**config.mk**
```make
export PLATFORM = sky130hd
export DESIGN_NAME = slot_tx_stream
export DESIGN_NICKNAME = d
export VERILOG_FILES = /design/src/rtl/slot_tx_pkg.sv /design/src/rtl/slot_tx_datapath.sv /design/src/rtl/slot_tx_ctrl.sv /design/src/rtl/slot_tx_stream.sv
export SDC_FILE = /design/constraint.sdc
export NUM_CORES = 1
export LEC_CHECK = 0
export BUFFER_PORTS_ARGS = -buffer_cell sky130_fd_sc_hd__buf_4
export CELL_PAD_IN_SITES_DETAIL_PLACEMENT = 1
export CELL_PAD_IN_SITES_GLOBAL_PLACEMENT = 1
export CORE_MARGIN = 1.5
export CORE_UTILIZATION = 30
export CTS_BUF_LIST = sky130_fd_sc_hd__clkbuf_4
export CTS_CLUSTER_SIZE = 14
export DETAILED_ROUTE_END_ITERATION = 8
export GPL_TIMING_DRIVEN = 0
export PLACE_DENSITY = 0.56
export SLEW_MARGIN = 25
export SYNTH_ARGS = -nofsm -noshare
export SYNTH_HDL_FRONTEND = slang
export SYNTH_SLANG_ARGS = --single-unit
export TNS_END_PERCENT = 20
```
**constraint.sdc**
```tcl
create_clock -name clk -period 3.7 [get_ports clk]
set_input_delay 0.555 -clock clk [delete_from_list [all_inputs] [get_ports clk]]
set_output_delay 0.555 -clock clk [all_outputs]
set_load 0.02 [all_outputs]
```
**src/rtl/slot_tx_pkg.sv**
```systemverilog
package slot_tx_pkg;

  // strobes issued by the control half to the datapath each cycle
  typedef struct packed {
    logic push;       // append the DMA word
    logic pop;        // remove the head sample
    logic flush;      // discard all stored samples
    logic load;       // update the slot output registers
    logic sendValid;  // output the head sample with the tag set
  } fifoCmd_t;

endpackage

```
**src/rtl/slot_tx_datapath.sv**
```systemverilog
module slot_tx_datapath
  import slot_tx_pkg::*;
#(
  parameter int DATA_W = 20,
  parameter int DEPTH  = 8
) (
  input  logic                            clk,
  input  logic                            rstN,
  input  fifoCmd_t                        cmd,
  input  logic [DATA_W-1:0]               wrData,
  output logic [DATA_W-1:0]               slotData,
  output logic                            slotValid,
  output logic [$clog2(DEPTH+1)-1:0]      count,
  output logic                            empty,
  output logic                            full
);

  localparam int PTR_W = (DEPTH > 1) ? $clog2(DEPTH) : 1;
  localparam int CNT_W = $clog2(DEPTH + 1);

  logic [DATA_W-1:0] mem [DEPTH];
  logic [PTR_W-1:0]  wrPtr;
  logic [PTR_W-1:0]  rdPtr;

  function automatic logic [PTR_W-1:0] bumpPtr(input logic [PTR_W-1:0] p);
    return (p == PTR_W'(DEPTH - 1)) ? '0 : p + 1'b1;
  endfunction

  assign empty = (count == '0);
  assign full  = (count == CNT_W'(DEPTH));

  // storage carries no reset; occupancy alone defines which entries are live
  always_ff @(posedge clk) begin
    if (cmd.push) mem[wrPtr] <= wrData;
  end

  always_ff @(posedge clk or negedge rstN) begin
    if (!rstN) begin
      wrPtr <= '0;
      rdPtr <= '0;
      count <= '0;
    end else if (cmd.flush) begin
      wrPtr <= '0;
      rdPtr <= '0;
      count <= '0;
    end else begin
      if (cmd.push) wrPtr <= bumpPtr(wrPtr);
      if (cmd.pop)  rdPtr <= bumpPtr(rdPtr);
      case ({cmd.push, cmd.pop})
        2'b10:   count <= count + 1'b1;
        2'b01:   count <= count - 1'b1;
        default: count <= count;
      endcase
    end
  end

  // slot outputs, refreshed once per slot strobe and held otherwise
  always_ff @(posedge clk or negedge rstN) begin
    if (!rstN) begin
      slotData  <= '0;
      slotValid <= 1'b0;
    end else if (cmd.load) begin
      slotData  <= cmd.sendValid ? mem[rdPtr] : '0;
      slotValid <= cmd.sendValid;
    end
  end

endmodule

```
**src/rtl/slot_tx_ctrl.sv**
```systemverilog
module slot_tx_ctrl
  import slot_tx_pkg::*;
#(
  parameter int DEPTH = 8
) (
  input  logic                        clk,
  input  logic                        rstN,
  input  logic                        slotEn,
  input  logic                        dmaEn,
  input  logic                        dmaAck,
  input  logic                        slotStrobe,
  input  logic                        slotReq,
  input  logic                        errClr,
  input  logic [$clog2(DEPTH+1)-1:0]  count,
  input  logic                        empty,
  input  logic                        full,
  output fifoCmd_t                    cmd,
  output logic                        dmaReq,
  output logic                        underrunErr
);

  localparam int CNT_W = $clog2(DEPTH + 1);
  localparam logic [CNT_W-1:0] HALF = CNT_W'(DEPTH / 2);

  logic slotEnQ;
  logic reqQ;
  logic served;
  logic flushNow;
  logic underrunNow;

  assign flushNow    = slotEnQ & ~slotEn;
  assign served      = slotStrobe & slotEn & slotReq;
  assign underrunNow = served & empty;

  always_comb begin
    cmd           = '0;
    cmd.flush     = flushNow;
    cmd.push      = dmaAck & ~full & ~flushNow;
    cmd.pop       = served & ~empty;
    cmd.load      = slotStrobe;
    cmd.sendValid = served & ~empty;
  end

  // refill request with hysteresis: raised at half free, kept until full
  assign dmaReq = dmaEn & ~full & ((count <= HALF) | reqQ);

  always_ff @(posedge clk or negedge rstN) begin
    if (!rstN) begin
      slotEnQ     <= 1'b0;
      reqQ        <= 1'b0;
      underrunErr <= 1'b0;
    end else begin
      slotEnQ <= slotEn;
      reqQ    <= dmaReq;
      if (underrunNow)  underrunErr <= 1'b1;
      else if (errClr)  underrunErr <= 1'b0;
    end
  end

endmodule

```
**src/rtl/slot_tx_stream.sv**
```systemverilog
module slot_tx_stream
  import slot_tx_pkg::*;
#(
  parameter int DATA_W = 20,
  parameter int DEPTH  = 8
) (
  input  logic              clk,
  input  logic              rstN,
  input  logic              slotEn,
  input  logic              dmaEn,
  output logic              dmaReq,
  input  logic              dmaAck,
  input  logic [DATA_W-1:0] dmaData,
  input  logic              slotStrobe,
  input  logic              slotReq,
  output logic [DATA_W-1:0] slotData,
  output logic              slotValid,
  output logic              underrunErr,
  input  logic              errClr
);

  localparam int CNT_W = $clog2(DEPTH + 1);

  fifoCmd_t         cmd;
  logic [CNT_W-1:0] fillCount;
  logic             fifoEmpty;
  logic             fifoFull;

  slot_tx_ctrl #(.DEPTH(DEPTH)) u_ctrl (
    .clk         (clk),
    .rstN        (rstN),
    .slotEn      (slotEn),
    .dmaEn       (dmaEn),
    .dmaAck      (dmaAck),
    .slotStrobe  (slotStrobe),
    .slotReq     (slotReq),
    .errClr      (errClr),
    .count       (fillCount),
    .empty       (fifoEmpty),
    .full        (fifoFull),
    .cmd         (cmd),
    .dmaReq      (dmaReq),
    .underrunErr (underrunErr)
  );

  slot_tx_datapath #(.DATA_W(DATA_W), .DEPTH(DEPTH)) u_dp (
    .clk       (clk),
    .rstN      (rstN),
    .cmd       (cmd),
    .wrData    (dmaData),
    .slotData  (slotData),
    .slotValid (slotValid),
    .count     (fillCount),
    .empty     (fifoEmpty),
    .full      (fifoFull)
  );

endmodule

```
# --- Word-level counts from Yosys, hierarchy flattened ---
# Memories as Yosys holds them, arrays and structs flattened.
# Cells that the tools add are included.
word_totals:
  reg_bits: 34
  mem_bits_rw: 160
  out_inout_bits: 23
  wordCells: 51
  n_memories: 1
memory_table:
  columns: ["memory", "words", "width", "rd", "rd_ports_with_merged_regs", "wr", "line_no", "rtl"]
  rows:
  - ["u_dp.mem", 8, 20, 1, 0, 1, "slot_tx_datapath.sv:21", "logic [DATA_W-1:0] mem [DEPTH];"]
classes:
  bitwise_logic: 14
  reduce_logical: 5
  n_eq_ne: 5
  n_lt_le_gt_ge: 1
  n_addsub: 4
  muxes: 13
ops:
  columns: ["cell", "count"]
  rows:
  - ["20-bit two-way mux", 1]
  - ["3-bit two-way mux", 6]
  - ["1-bit AND", 9]
  - ["4-bit one-hot mux with 2 select lines", 1]
  - ["3-bit by 1-bit adder with 3-bit output, second input constant", 2]
  - ["3-bit == test, second input constant", 2]
  - ["2-bit nonzero test", 3]
  - ["4-bit by 1-bit adder with 4-bit output, second input constant", 1]
  - ["4-bit == test, second input constant", 1]
  - ["4-bit by 3-bit <= comparator with 1-bit output, second input constant", 1]
  - ["4-bit logical NOT", 1]
  - ["1-bit two-way mux", 4]
  - ["4-bit two-way mux", 1]
  - ["1-bit inverter", 4]
  - ["4-bit by 1-bit subtractor with 4-bit output, second input constant", 1]
  - ["3-bit nonzero test", 1]
  - ["2-bit by 1-bit == test with 1-bit output, second input constant", 1]
  - ["2-bit == test, second input constant", 1]
  - ["1-bit bitwise OR", 1]

# --- Logic depth before layout (Yosys ltp) ---
logic_depth:
  depth_word: 7
  mapped_depth: 10

# --- Modules after synthesis ---
# From an unflattened synthesis, not the netlist that was laid out.
hier_totals:
  hier_cells: 442
  area_unflattened_um2: 7714.9
modules_own_cells:
  columns: ["module", "area_each_um2", "n_inst", "cells_per_inst"]
  rows:
  - ["slot_tx_datapath", 7551.0, 1, 424]
  - ["slot_tx_ctrl", 163.9, 1, 18]

# --- Least setup slack after synthesis ---
# OpenSTA, ideal clock, no wires.
synth_timing:
  path_kind: "register -> register"
  startpoint: "reg u_dp.count[3]"
  endpoint: "mem u_dp.mem[0][0] (enable)"
  required_ns: 3.278
  arrival_ns: 2.482
  slack_ns: 0.796
  stages_incl_launch_ff: 5
  path_cell_list: "dfrtp_1 -> or4b_4 -> nand2_2 -> or3_1 -> nor3_1"
synth_via:
  elab_chain_len: 6
synth_lines:
  columns: ["item", "line_no", "rtl"]
  rows:
  - ["from (decl)", "slot_tx_datapath.sv:13", "output logic [$clog2(DEPTH+1)-1:0] count,"]
  - ["from (signal assigned)", "slot_tx_datapath.sv:50", "2'b10: count <= count + 1'b1;"]
  - ["from (signal assigned)", "slot_tx_datapath.sv:51", "2'b01: count <= count - 1'b1;"]
  - ["from (signal assigned)", "slot_tx_datapath.sv:52", "default: count <= count;"]
  - ["4-bit == test", "slot_tx_datapath.sv:30", "assign full = (count == CNT_W'(DEPTH));"]
  - ["1-bit inverter", "slot_tx_ctrl.sv:38", "cmd.push = dmaAck & ~full & ~flushNow;"]
  - ["1-bit AND (2 in series)", "slot_tx_ctrl.sv:38", null]
  - ["1-bit two-way mux", "slot_tx_datapath.sv:34", "if (cmd.push) mem[wrPtr] <= wrData;"]
  - ["1-bit two-way mux (implied by the code)", "slot_tx_datapath.sv:34", null]
  - ["to (decl)", "slot_tx_datapath.sv:21", null]
# No other way between the ends.

# --- Worst setup path after layout ---
layout_timing:
  startpoint: "reg u_dp.count[3]"
  endpoint: "mem u_dp.mem[0][15] (enable)"
# Same word-level chain as after synthesis.

==> qor.txt <==
worst vdd ir -> 0.190 mV
core footprint -> 24,500 sq um
Worst-Margin Slew -> 1.05 ns
CP bufs+invs -> 2
vias in the first global route -> 4,187
Post-synth top cells -> edfxtp_1 (160), mux4_2 (40), dfrtp_1 (34)
Internal -> 3550 uW
fin. max-slew vios -> 0
num ports -> 51
Synth Cell Area -> 7540 sq um
Setup TNS -> 0 ns
sequential area share after synthesis -> 0.750
initial antenna violation count -> 1
MaxCap Viol Count -> 0
crit-path most repeated cell -> buf_4
Req. time, crit path -> 4.01 ns
most used routing layer -> met2
Post-Place Worst Slack -> 1.10 ns
Resized Gates After CTS -> 0
kind of critical path -> flip-flop to flip-flop
most frequent cell after synthesis -> edfxtp_1
Final ANT Viol Nets -> 0
Area Growth Syn to Fin -> 18.0%
unrepaired setup endpoints after global routing -> false
Synth Area per Inst -> 19.3 sq um
Net Sw Power -> 1540 uW
Clk pin slew, worst setup/hold paths -> 0.17 ns
Root Buffer -> clkbuf_4
Die ar. -> 26,100 sq um
GRT Total Usage -> 0.135
Area contributors post-synth -> edfxtp_1 (64%), mux4_2 (12%), dfrtp_1 (11%)
crit start category -> flip-flop
initial core utilization -> 0.308
Die Y -> 162 um
post-layout util -> 0.364
Pre-Repair DR Iteration Count -> 4
Final Hold Viols -> 0
H-tree levels -> 4
GR Util met1 -> 0.174
Final min period -> 2.56 ns
fmax -> 0.390 GHz
logic gate share of total power -> 0.246
share of layout cells above drive strength 1 -> 0.321
clock sinks -> 194
worst setup margin -> 1.14 ns
post-route insts no fill -> 811
TritonCTS clock tree -> done
Final Cycle Share -> 0.692
Sw Ratio -> 0.303
#FFs+latches synth -> 194
Syn Nets -> 425
Cell Rows -> 57
Slew HR -> 0.299
Leak -> 0.00297 uW
WL/cell -> 20.4 um
clock latency at the later pin of the worst-skew pair -> 0.59 ns
Post-Route WL -> 16,500 um
worst-path fanout max -> 7
ys flop type -> edfxtp_1
slowest stage delay, CP -> 0.52 ns
global placer's final weighted congestion -> 0.689
Synthesis Warnings -> 0
fin nets -> 507
post-synth top area share -> 0.637
post-synth top area cell -> edfxtp_1
Crit-path slowest cell -> or3_1
Synth async-reset ratio -> 0.175
Arr. time, crit path -> 2.87 ns
PwrDens -> 573 nW/um^2
met2 Use GR -> 0.227
Yosys cell types -> 39
status -> finished, final reports clean
placed cell count -> 777
Bufs on Longest Clock Path -> 2
grt ovf -> 0
sequential power share -> 0.531
DRC viols -> 0
final clock skew -> 0.0301 ns
met3 Usage GRT -> 0.0288
via count -> 3,823
Crit. End Element -> flip-flop
Top delay family on crit path -> simple AND/OR/NAND/NOR gates
clock buffer count from CTS -> 17
synthesized instance count -> 391
number of synthesized flops with an enable pin -> 160
post-DP HPWL -> 10,700 um
Detailed Route Iter0 Violations -> 230
DR vias/cell -> 4.71
first-pass GRT wire length -> 25,400 um
Tightest Hold Check Type -> primary input to flip-flop
largest net degree at the start of global routing -> 35
Port Buf Inserts -> 50
Setup-failing EPs final -> 0
Die Width -> 162 um
CP Cell Sequence -> or4b_4 > nand2_2 > or3_1 > nor3_2 > buf_4 > buf_4
Clk network pwr share -> 0.224
[routing by layer]
metal / up-vias / routed length (um)
met5: - / 0
met1: 2022 / 7400
met2: 71 / 8360
met3: 11 / 618
li1: 1719 / -
met4: 0 / 163
[placed cells by master, fill, tap and decap left out, drive strengths merged, types with 2 or more instances in the layout]
master / Yosys / final
a21oi: 4 / 4
a22o: 2 / 2
buf: 12 / 74
clkbuf: 9 / 26
clkinv: 0 / 5
clkinvlp: 0 / 3
dfrtp: 34 / 34
edfxtp: 160 / 160
ha: 6 / 6
inv: 25 / 31
mux2i: 20 / 20
mux4: 40 / 40
nand2: 5 / 5
nand2b: 5 / 5
nand3: 7 / 7
nor2: 15 / 15
nor3: 3 / 3
nor3b: 2 / 2
o21ai: 5 / 5
o22ai: 21 / 21
xnor2: 2 / 2
[worst paths after layout]
path | start | end | slack [ns] | cells after the start
worst max-delay path | u_dp.count[3]$_DFFE_PN0P_ | u_dp.mem[0][15]$_DFFE_PP_ | 1.14 | 6
worst min-delay path | slotEn | u_ctrl.slotEnQ$_DFF_PN0_ | 0.10 | 1
worst max register to register | u_dp.count[3]$_DFFE_PN0P_ | u_dp.mem[0][15]$_DFFE_PP_ | 1.14 | 6
worst min register to register | u_dp.slotValid$_DFFE_PN0P_ | u_dp.slotValid$_DFFE_PN0P_ | 0.54 | 2
max in group asynchronous | rstN | u_dp.slotData[18]$_DFFE_PN0P_ | 2.84 | 2
min in group asynchronous | rstN | u_dp.slotData[1]$_DFFE_PN0P_ | 0.46 | 2
[repair_timing]
action / 4_1_cts / 5_1_grt
hold buffers: 1 / 0
hold endpoints to repair: 34 / 0
endpoints found under the setup margin: 0 / 0
buffers inserted: 0 / 0
[stage by stage]
| stage | hold WS, ns | total power (uW) | area [sq um] |
|---|---|---|---|
| final | 0.102 | 5100 | 8900 |
| after global routing | 0.0448 | 5360 | 8900 |
| after CTS | 0.0432 | 5190 | 8900 |
| after detailed placement | 0.527 | 4040 | 8600 |
| after global placement | 0.518 | 3930 | 8320 |
| after floorplan | 0.259 | 3540 | 7540 |
[registers in the layout, summed over array words and instances (netlist names)]
name,cells
u_dp.slotData,20
u_ctrl.underrunErr,1
u_ctrl.slotEnQ,1
u_dp.count,4
u_dp.rdPtr,3
u_ctrl.reqQ,1
u_dp.wrPtr,3
u_dp.slotValid,1
u_dp.mem,160
[layout make-up]
class / instances / area [sq um]
Multi-Input combinational cell: 151 / 1740
Clock buffer: 17 / 128
Fill cell: 2446 / 15600
Inverter: 25 / 93.8
Clock inverter: 15 / 168
Buffer: 21 / 111
Sequential cell: 194 / 5660
Antenna cell: 1 / 2.50
Timing Repair Buffer: 63 / 603
Tap cell: 324 / 405
[cells by family (layout without fill, tap and decap cells)]
group,Yosys count,in the layout,share of synthesized area
buffers and inverters,46,141,0.0272
adders and majority gates,7,7,0.0113
and+or+nand+nor,44,44,0.0309
muxes,61,61,0.147
DFF,194,194,0.750
AOI/OAI and AO/OA,36,36,0.0299
xor gates and xnor gates,3,3,0.00348
other,0,1,0
[power groups by stage]
stage               sequential, uW  combinational (uW)  clock (uW)
floorplan                     2780                 765           0
global placement              2750                1180           0
detailed placement            2760                1290           0
CTS                           2710                1290        1190
global route                  2730                1370        1260
finish                        2700                1250        1140
Note: power is estimated with default switching activity, not from simulation.
